--- config.mk ---
export PLATFORM = sky130hd
export DESIGN_NAME = nic_regfile
export DESIGN_NICKNAME = d
export VERILOG_FILES = /design/src/rtl/nic_pkg.sv /design/src/rtl/nic_cmd_ctrl.sv /design/src/rtl/nic_status_irq.sv /design/src/rtl/nic_cfg_regs.sv /design/src/rtl/nic_regfile.sv
export SDC_FILE = /design/constraint.sdc
export NUM_CORES = 1
export LEC_CHECK = 0
export ABC_AREA = 1
export BUFFER_PORTS_ARGS = -buffer_cell sky130_fd_sc_hd__buf_2
export CORE_MARGIN = 1
export CORE_UTILIZATION = 30
export DETAILED_ROUTE_END_ITERATION = 6
export GPL_TIMING_DRIVEN = 0
export PLACE_DENSITY_LB_ADDON = 0.25
export SYNTH_ARGS = -nofsm -noshare
export SYNTH_HDL_FRONTEND = slang
export SYNTH_SLANG_ARGS = --single-unit
--- constraint.sdc ---
create_clock -name clk -period 4 [get_ports clk]
set_input_delay 0.2 -clock clk [delete_from_list [all_inputs] [get_ports clk]]
set_output_delay 0.2 -clock clk [all_outputs]
set_load 0.01 [all_outputs]
--- src/rtl/nic_pkg.sv ---
package nic_pkg;
  localparam int DW    = 8;
  localparam int OFS_W = 4;
  localparam int PG_W  = 2;
  localparam int KEY_W = OFS_W + PG_W;

  // command bits
  localparam int CB_STOP   = 0;
  localparam int CB_START  = 1;
  localparam int CB_TRANS  = 2;
  localparam int CB_RREAD  = 3;
  localparam int CB_RWRITE = 4;
  localparam int CB_NODMA  = 5;

  // status bits
  localparam int SB_TXOK  = 1;
  localparam int SB_DMA   = 6;
  localparam int SB_RESET = 7;

  localparam logic [DW-1:0] CMD_RST  = 8'h01;
  localparam logic [DW-1:0] ISR_RST  = 8'h80;
  localparam logic [DW-1:0] IRQ_BITS = 8'h7F;
  localparam logic [DW-1:0] TSR_GOOD = 8'h01;

  // effective register keys {page, offset}
  localparam logic [KEY_W-1:0] K_PSTART  = 6'h01;
  localparam logic [KEY_W-1:0] K_PSTOP   = 6'h02;
  localparam logic [KEY_W-1:0] K_BND     = 6'h03;
  localparam logic [KEY_W-1:0] K_TXPG    = 6'h04;
  localparam logic [KEY_W-1:0] K_TCNT_L  = 6'h05;
  localparam logic [KEY_W-1:0] K_TCNT_H  = 6'h06;
  localparam logic [KEY_W-1:0] K_STAT    = 6'h07;
  localparam logic [KEY_W-1:0] K_RSA_L   = 6'h08;
  localparam logic [KEY_W-1:0] K_RSA_H   = 6'h09;
  localparam logic [KEY_W-1:0] K_RCNT_L  = 6'h0A;
  localparam logic [KEY_W-1:0] K_RCNT_H  = 6'h0B;
  localparam logic [KEY_W-1:0] K_MASK    = 6'h0F;
  localparam logic [KEY_W-1:0] K_STN0    = 6'h11;
  localparam logic [KEY_W-1:0] K_CURPG   = 6'h17;
  localparam logic [KEY_W-1:0] K_MC0     = 6'h18;
  localparam logic [KEY_W-1:0] K_RPSTART = 6'h21;
  localparam logic [KEY_W-1:0] K_RPSTOP  = 6'h22;

  function automatic logic [KEY_W-1:0] f_key(input logic [PG_W-1:0] pg,
                                              input logic [OFS_W-1:0] ofs);
    return {pg, ofs};
  endfunction

  function automatic logic [15:0] f_merge_byte(input logic [15:0] old,
                                               input logic [7:0] b,
                                               input logic hi);
    return hi ? {b, old[7:0]} : {old[15:8], b};
  endfunction

  function automatic logic f_irq_pending(input logic [DW-1:0] stat,
                                         input logic [DW-1:0] mask);
    return |(stat & mask & IRQ_BITS);
  endfunction

  function automatic logic [DW-1:0] f_status_next(input logic [DW-1:0] cur,
                                                  input logic [DW-1:0] clr,
                                                  input logic [DW-1:0] set);
    return (cur & ~clr) | set;
  endfunction
endpackage

--- src/rtl/nic_cmd_ctrl.sv ---
module nic_cmd_ctrl
  import nic_pkg::*;
(
  input  logic          clk,
  input  logic          rst,
  input  logic          cmd_wr,
  input  logic [DW-1:0] wdata,
  input  logic          rcnt_zero,
  output logic [DW-1:0] cmd_q,
  output logic [DW-1:0] tsr_q,
  output logic          send_req,
  output logic          run_ev,
  output logic          dma_done_ev,
  output logic          tx_done_ev
);
  assign run_ev      = cmd_wr && !wdata[CB_STOP];
  assign dma_done_ev = run_ev && (wdata[CB_RREAD] || wdata[CB_RWRITE]) && rcnt_zero;
  assign tx_done_ev  = run_ev && wdata[CB_TRANS];

  always_ff @(posedge clk) begin
    if (rst) begin
      cmd_q    <= CMD_RST;
      tsr_q    <= '0;
      send_req <= 1'b0;
    end else begin
      send_req <= tx_done_ev;
      if (cmd_wr) begin
        cmd_q <= wdata;
        if (tx_done_ev) cmd_q[CB_TRANS] <= 1'b0;
      end
      if (tx_done_ev) tsr_q <= TSR_GOOD;
    end
  end

  assert_tx_selfclear_R6: assert property (@(posedge clk) disable iff (rst)
    tx_done_ev |=> (send_req && !cmd_q[CB_TRANS] && tsr_q == TSR_GOOD));

  assert_stop_inert_R6: assert property (@(posedge clk) disable iff (rst)
    (cmd_wr && wdata[CB_STOP]) |=> (!send_req && cmd_q == $past(wdata)));
endmodule

--- src/rtl/nic_status_irq.sv ---
module nic_status_irq
  import nic_pkg::*;
(
  input  logic          clk,
  input  logic          rst,
  input  logic          stat_wr,
  input  logic          mask_wr,
  input  logic [DW-1:0] wdata,
  input  logic          run_ev,
  input  logic          dma_done_ev,
  input  logic          tx_done_ev,
  input  logic [DW-1:0] ev_set,
  output logic [DW-1:0] isr_q,
  output logic [DW-1:0] imr_q,
  output logic          irq
);
  logic [DW-1:0] clr_mask, set_mask;

  always_comb begin
    clr_mask = stat_wr ? (wdata & IRQ_BITS) : '0;
    if (run_ev) clr_mask[SB_RESET] = 1'b1;
    set_mask = ev_set;
    if (dma_done_ev) set_mask[SB_DMA]  = 1'b1;
    if (tx_done_ev)  set_mask[SB_TXOK] = 1'b1;
  end

  always_ff @(posedge clk) begin
    if (rst) begin
      isr_q <= ISR_RST;
      imr_q <= '0;
    end else begin
      isr_q <= f_status_next(isr_q, clr_mask, set_mask);
      if (mask_wr) imr_q <= wdata;
    end
  end

  assign irq = f_irq_pending(isr_q, imr_q);

  assert_w1c_R4: assert property (@(posedge clk) disable iff (rst)
    (stat_wr && set_mask == '0) |=> ((isr_q & $past(wdata) & IRQ_BITS) == '0));

  assert_set_wins_R4: assert property (@(posedge clk) disable iff (rst)
    (ev_set != '0) |=> ((isr_q & $past(ev_set)) == $past(ev_set)));

  assert_bit7_kept_R4: assert property (@(posedge clk) disable iff (rst)
    (stat_wr && !run_ev) |=> (isr_q[SB_RESET] == $past(isr_q[SB_RESET]) || $past(ev_set[SB_RESET])));

  assert_bit7_quiet_R3: assert property (@(posedge clk) disable iff (rst)
    ((isr_q[6:0] & imr_q[6:0]) == 7'd0) |-> !irq);
endmodule

--- src/rtl/nic_cfg_regs.sv ---
module nic_cfg_regs
  import nic_pkg::*;
#(
  parameter int STN_BYTES = 6,
  parameter int MC_BYTES  = 8
) (
  input  logic             clk,
  input  logic             rst,
  input  logic             wr_en,
  input  logic [KEY_W-1:0] key,
  input  logic [DW-1:0]    wdata,
  output logic [DW-1:0]    rd_data,
  output logic             rd_hit,
  output logic [DW-1:0]    txpg_q,
  output logic [15:0]      tcnt_q,
  output logic [15:0]      rcnt_q
);
  logic [DW-1:0] pstart_q, pstop_q, bnd_q, curpg_q;
  logic [15:0]   rsa_q;
  logic [DW-1:0] stn_q [STN_BYTES];
  logic [DW-1:0] mc_q  [MC_BYTES];
  logic [STN_BYTES-1:0] stn_hit;
  logic [MC_BYTES-1:0]  mc_hit;

  for (genvar i = 0; i < STN_BYTES; i++) begin : g_stn
    assign stn_hit[i] = (key == K_STN0 + KEY_W'(i));
  end
  for (genvar j = 0; j < MC_BYTES; j++) begin : g_mc
    assign mc_hit[j] = (key == K_MC0 + KEY_W'(j));
  end

  always_ff @(posedge clk) begin
    if (rst) begin
      pstart_q <= '0; pstop_q <= '0; bnd_q <= '0; curpg_q <= '0;
      txpg_q <= '0; tcnt_q <= '0; rsa_q <= '0; rcnt_q <= '0;
      for (int i = 0; i < STN_BYTES; i++) stn_q[i] <= '0;
      for (int j = 0; j < MC_BYTES; j++) mc_q[j] <= '0;
    end else if (wr_en) begin
      case (key)
        K_PSTART: pstart_q <= wdata;
        K_PSTOP:  pstop_q  <= wdata;
        K_BND:    bnd_q    <= wdata;
        K_TXPG:   txpg_q   <= wdata;
        K_TCNT_L: tcnt_q   <= f_merge_byte(tcnt_q, wdata, 1'b0);
        K_TCNT_H: tcnt_q   <= f_merge_byte(tcnt_q, wdata, 1'b1);
        K_RSA_L:  rsa_q    <= f_merge_byte(rsa_q, wdata, 1'b0);
        K_RSA_H:  rsa_q    <= f_merge_byte(rsa_q, wdata, 1'b1);
        K_RCNT_L: rcnt_q   <= f_merge_byte(rcnt_q, wdata, 1'b0);
        K_RCNT_H: rcnt_q   <= f_merge_byte(rcnt_q, wdata, 1'b1);
        K_CURPG:  curpg_q  <= wdata;
        default: ;
      endcase
      for (int i = 0; i < STN_BYTES; i++) if (stn_hit[i]) stn_q[i] <= wdata;
      for (int j = 0; j < MC_BYTES; j++)  if (mc_hit[j])  mc_q[j]  <= wdata;
    end
  end

  always_comb begin
    rd_hit  = 1'b1;
    rd_data = '0;
    case (key)
      K_BND:     rd_data = bnd_q;
      K_RSA_L:   rd_data = rsa_q[7:0];
      K_RSA_H:   rd_data = rsa_q[15:8];
      K_CURPG:   rd_data = curpg_q;
      K_RPSTART: rd_data = pstart_q;
      K_RPSTOP:  rd_data = pstop_q;
      default:   rd_hit  = 1'b0;
    endcase
    for (int i = 0; i < STN_BYTES; i++) if (stn_hit[i]) begin rd_data = stn_q[i]; rd_hit = 1'b1; end
    for (int j = 0; j < MC_BYTES; j++)  if (mc_hit[j])  begin rd_data = mc_q[j];  rd_hit = 1'b1; end
  end

  assert_tcnt_merge_R7: assert property (@(posedge clk) disable iff (rst)
    (wr_en && key == K_TCNT_L) |=> (tcnt_q[15:8] == $past(tcnt_q[15:8]) && tcnt_q[7:0] == $past(wdata)));

  assert_rsa_merge_R7: assert property (@(posedge clk) disable iff (rst)
    (wr_en && key == K_RSA_H) |=> (rsa_q[7:0] == $past(rsa_q[7:0]) && rsa_q[15:8] == $past(wdata)));
endmodule

--- src/rtl/nic_regfile.sv ---
module nic_regfile
  import nic_pkg::*;
#(
  parameter int STN_BYTES = 6,
  parameter int MC_BYTES  = 8
) (
  input  logic         clk,
  input  logic         rst,
  input  logic         host_wr,
  input  logic [3:0]   host_addr,
  input  logic [7:0]   host_wdata,
  output logic [7:0]   host_rdata,
  input  logic [7:0]   rx_events,
  output logic         irq,
  output logic         send_req,
  output logic [7:0]   tx_page,
  output logic [15:0]  tx_count
);
  logic [DW-1:0]    cmd_q, tsr_q, isr_q, imr_q, cfg_rdata;
  logic [KEY_W-1:0] key;
  logic             wr_cmd, wr_key, cfg_hit;
  logic             run_ev, dma_done_ev, tx_done_ev;
  logic [15:0]      rcnt_q;

  assign key    = f_key(cmd_q[7:6], host_addr);
  assign wr_cmd = host_wr && (host_addr == '0);
  assign wr_key = host_wr && (host_addr != '0);

  nic_cmd_ctrl u_cmd (
    .clk(clk), .rst(rst), .cmd_wr(wr_cmd), .wdata(host_wdata),
    .rcnt_zero(rcnt_q == 16'd0), .cmd_q(cmd_q), .tsr_q(tsr_q),
    .send_req(send_req), .run_ev(run_ev), .dma_done_ev(dma_done_ev),
    .tx_done_ev(tx_done_ev)
  );

  nic_status_irq u_stat (
    .clk(clk), .rst(rst),
    .stat_wr(wr_key && key == K_STAT), .mask_wr(wr_key && key == K_MASK),
    .wdata(host_wdata), .run_ev(run_ev), .dma_done_ev(dma_done_ev),
    .tx_done_ev(tx_done_ev), .ev_set(rx_events),
    .isr_q(isr_q), .imr_q(imr_q), .irq(irq)
  );

  nic_cfg_regs #(.STN_BYTES(STN_BYTES), .MC_BYTES(MC_BYTES)) u_cfg (
    .clk(clk), .rst(rst), .wr_en(wr_key), .key(key), .wdata(host_wdata),
    .rd_data(cfg_rdata), .rd_hit(cfg_hit), .txpg_q(tx_page),
    .tcnt_q(tx_count), .rcnt_q(rcnt_q)
  );

  always_comb begin
    if (host_addr == '0)        host_rdata = cmd_q;
    else if (key == K_STAT)     host_rdata = isr_q;
    else if (key == K_TXPG)     host_rdata = tsr_q;
    else if (cfg_hit)           host_rdata = cfg_rdata;
    else                        host_rdata = '0;
  end

  assert_zero_len_dma_R5: assert property (@(posedge clk) disable iff (rst)
    (wr_cmd && !host_wdata[CB_STOP] && (host_wdata[CB_RREAD] || host_wdata[CB_RWRITE])
      && rcnt_q == 16'd0) |=> isr_q[SB_DMA]);

  assert_reset_flag_clear_R5: assert property (@(posedge clk) disable iff (rst)
    (wr_cmd && !host_wdata[CB_STOP] && !rx_events[SB_RESET]) |=> !isr_q[SB_RESET]);

  assert_page3_silent_R2: assert property (@(posedge clk) disable iff (rst)
    (cmd_q[7:6] == 2'b11 && host_addr != '0) |-> host_rdata == 8'h00);
endmodule

==> summary.md <==
| Metric | Value |
|---|---|
| Routed WL | `about 29 mm` |
| GPL Wtd Cong | `~0.86` |
| Post-CTS Setup Inserts | `0` |
| Critical path class | `register to output pin` |
| Clk root buf | `clkbuf_16` |
| Pre-Repair DR Iteration Count | `5` |
| Post-synth EDFFs | `~110` |
| Hold WC Path Type | `primary input to register` |
| Global-route wire length before repair | `about 45 mm` |
| Period utilization | `83.8%` |
| Reg clk slew, reported paths | `~60 ps` |
| Post-CTS sizing | `0` |
| Pin count of the biggest net entering global routing | `14` |
| GRT Util Overall | `17.7%` |
| Vias in the first global route | `7,702` |
| HPWL after DPL | `around 20 mm` |
| Total Neg Setup Slack | `0 ps` |
| Post-Synthesis Cells | `~1,100` |
| Area of the multi-input gates | `3460 sq um` |
| Core area | `31,000 sq um` |
| H-Tree Depth | `1` |
| Worst vdd ir | `0.247 mV` |
| Type of origin of the critical path | `register` |
| Reg power frac | `~50%` |
| Sequential area share after synthesis | `58.9%` |
| Syn. warnings | `0` |
| Slew margin rel. | `a little under a fifth` |
| PwrDens | `about 440 nW/um^2` |
| Status | `finished, final reports clean` |
| Syn Nets | `around 1,100` |
| TritonCTS Buffers | `25` |
| Final hold slack | `17.0 ps` |
| Unrepaired setup endpoints after global routing | `no` |
| DRC errors left | `0` |
| Clock Skew | `~6.7 ps` |
| Max-cap viol count | `0` |
| Die area | `about 33,000 sq um` |
| P&R area growth vs syn | `17.3%` |
| Vias | `between 7,000 and 8,000` |
| Register area | `5630 sq um` |
| Worst Tran Pin Value | `about 1200 ps` |
| Final hold vios | `0` |
| Nets@finish | `1,193` |
| DR WL/cell | `18.2 um` |
| TritonCTS clock tree | `done` |
| Initial Util | `roughly 30%` |
| Clock power frac | `44.3%` |
| # hold bufs at CTS | `10` |
| Vias per cell | `just under 5` |
| CP Max Fanout | `10` |
| Top_reg_cell synth | `dfxtp_1` |
| Share of cells above drive strength 1 | `a little over an eighth` |
| Antenna Cells | `0` |
| Logic pwr share | `5.3%` |
| Endpoint class of the critical path | `output pin` |
| Skew-Pair Late Insertion Delay | `between 500 and 600 ps` |
| Synth Area per Inst | `~8.9 sq um` |
| Max clock buf depth | `3` |
| Final Max Slew Viols | `0` |
| CTS Sinks | `approximately 230` |
| Net switching power figure | `between 0.001 and 0.0015 W` |
| Initial antenna violation count | `1` |
| Most frequent cell after synthesis | `nand2_1` |
| Die width | `about 180 um` |
| Pint | `between 0.003 and 0.004 W` |
| WP data arrival | `3150 ps` |
| Die height | `180 um` |
| Row count | `between 60 and 70` |
| IO Pins | `between 50 and 60` |
| Yosys top cell area share | `a little over a third` |
| Static leakage | `between 4 and 5 nW` |
| Synth area leaders | `edfxtp_1 (35%), dfxtp_1 (24%), nand2_1 (7.9%), a21oi_1 (6.9%), nor2_1 (6.3%)` |
| Final setup viols | `0` |
| Post-Syn Area | `about 9600 sq um` |
| Critical Path RT | `between 3000 and 4000 ps` |
| Area leader, netlist | `edfxtp_1` |
| Initial DRC Count | `704` |
| Ys async rst share | `0%` |
| Total gr overflow | `0` |
| Sw Ratio | `a little under a quarter` |
| Filler instances | `roughly 3,200` |
| IO Port Bufs | `56` |
| Min cycle time layout | `3350 ps` |
| Post-route ant nets | `0` |
| Netlist cell types | `39` |
| Top post-synthesis cells by count | `nand2_1 (200), nor2_1 (160), a21oi_1 (131), dfxtp_1 (113), edfxtp_1 (112)` |
| #FFs+latches synth | `225` |
| Fmax | `roughly 0.3 GHz` |
==> cell type report <==
class,instances,area share [%]
Clock buffer,30,5.85
Buffer,46,1.82
Sequential cell,225,50.2
Timing Repair Buffer,66,3.39
Inverter,71,2.38
Clock inverter,14,1.07
Multi-Input combinational cell,735,30.9
Tap cell,396,4.42
==> power groups by stage <==
| stage | clock network [W] | registers (W) | logic, W |
|---|---|---|---|
| after detailed placement | 0 | 0.00256 | 0.000257 |
| after CTS | 0.00224 | 0.00251 | 0.000265 |
| after floorplan | 0 | 0.00255 | 0.000146 |
| final | 0.00221 | 0.00251 | 0.000264 |
| after global placement | 0 | 0.00256 | 0.000255 |
| after global routing | 0.00233 | 0.00252 | 0.000289 |
==> worst max-delay path: stages, from the launching register on <==
cell,delay (ps)
dfxtp_1,380
inv_1,110
nor2_4,210
nand2_2,150
nor2_1,290
buf_2,290
nand2_1,70
nand2_1,120
nand4_1,130
nor2_1,180
nand4_1,110
nand2_1,100
nand2_1,60
nand2_1,100
nand4_1,140
buf_2,180
==> path summary, 6_finish.rpt <==
check,end,start,slack (ps),cells past startpoint
hold reg to reg,u_stat.isr_q[7],u_stat.isr_q[7],460,2
setup reg to reg,u_cfg.mc_q[1][24],u_cmd.cmd_q[6],870,6
setup / recovery,host_rdata[0],u_cmd.cmd_q[6],650,15
hold / removal,u_cmd.cmd_q[6],host_wdata[6],20,3
==> logic make-up (layout without fill, tap and decap cells) <==
family | count (synthesis) | in the layout | synth area share, %
AND/OR/NAND/NOR | 479 | 479 | 22.4
AO/OA/AOI/OAI | 256 | 256 | 13.8
flip-flops | 225 | 225 | 58.9
buffers and inverters | 117 | 227 | 4.92
==> state kept, by name, summed over array words and instances, names as in the netlist, 16 cells and up <==
name / cells
u_cfg.rcnt_q: 16
u_cfg.mc_q: 64
u_cfg.tcnt_q: 16
u_cfg.rsa_q: 16
u_cfg.stn_q: 48
==> metal layers <==
metal  GRT usage (%)  up-vias  part of all wire (%)
met1            24.9     3751                    47
li1                -     3845                     -
met3            2.36       43                   5.1
met4            5.09        0                   2.4
met5               0        -                     0
met2            28.3      233                    46
==> placed cells by master (no fill, tap or decap), drive strengths merged, types with 5 or more instances in the layout <==
| master | count |
|---|---|
| or2 | 22 |
| inv | 70 |
| edfxtp | 112 |
| nand4 | 21 |
| nor4 | 6 |
| nor3 | 5 |
| clkbuf | 62 |
| nand2 | 206 |
| buf | 70 |
| a21oi | 131 |
| dfxtp | 113 |
| clkinv | 12 |
| dlygate4sd3 | 10 |
| nor2 | 179 |
| o21ai | 112 |
| nand3 | 36 |
==> stage by stage <==
step                      std cells  utilization (%)  setup WS [ps]  area, sq um  power (W)
after floorplan                1077                -           1760         9560    0.00270
after global placement         1529             33.3            844        10300    0.00282
after detailed placement       1529             33.3            838        10300    0.00282
after CTS                      1583             36.2            595        11200    0.00502
after global routing           1583             36.2            449        11200    0.00514
final                          1583             36.2            650        11200    0.00498
(Power assumes the default switching activity.)
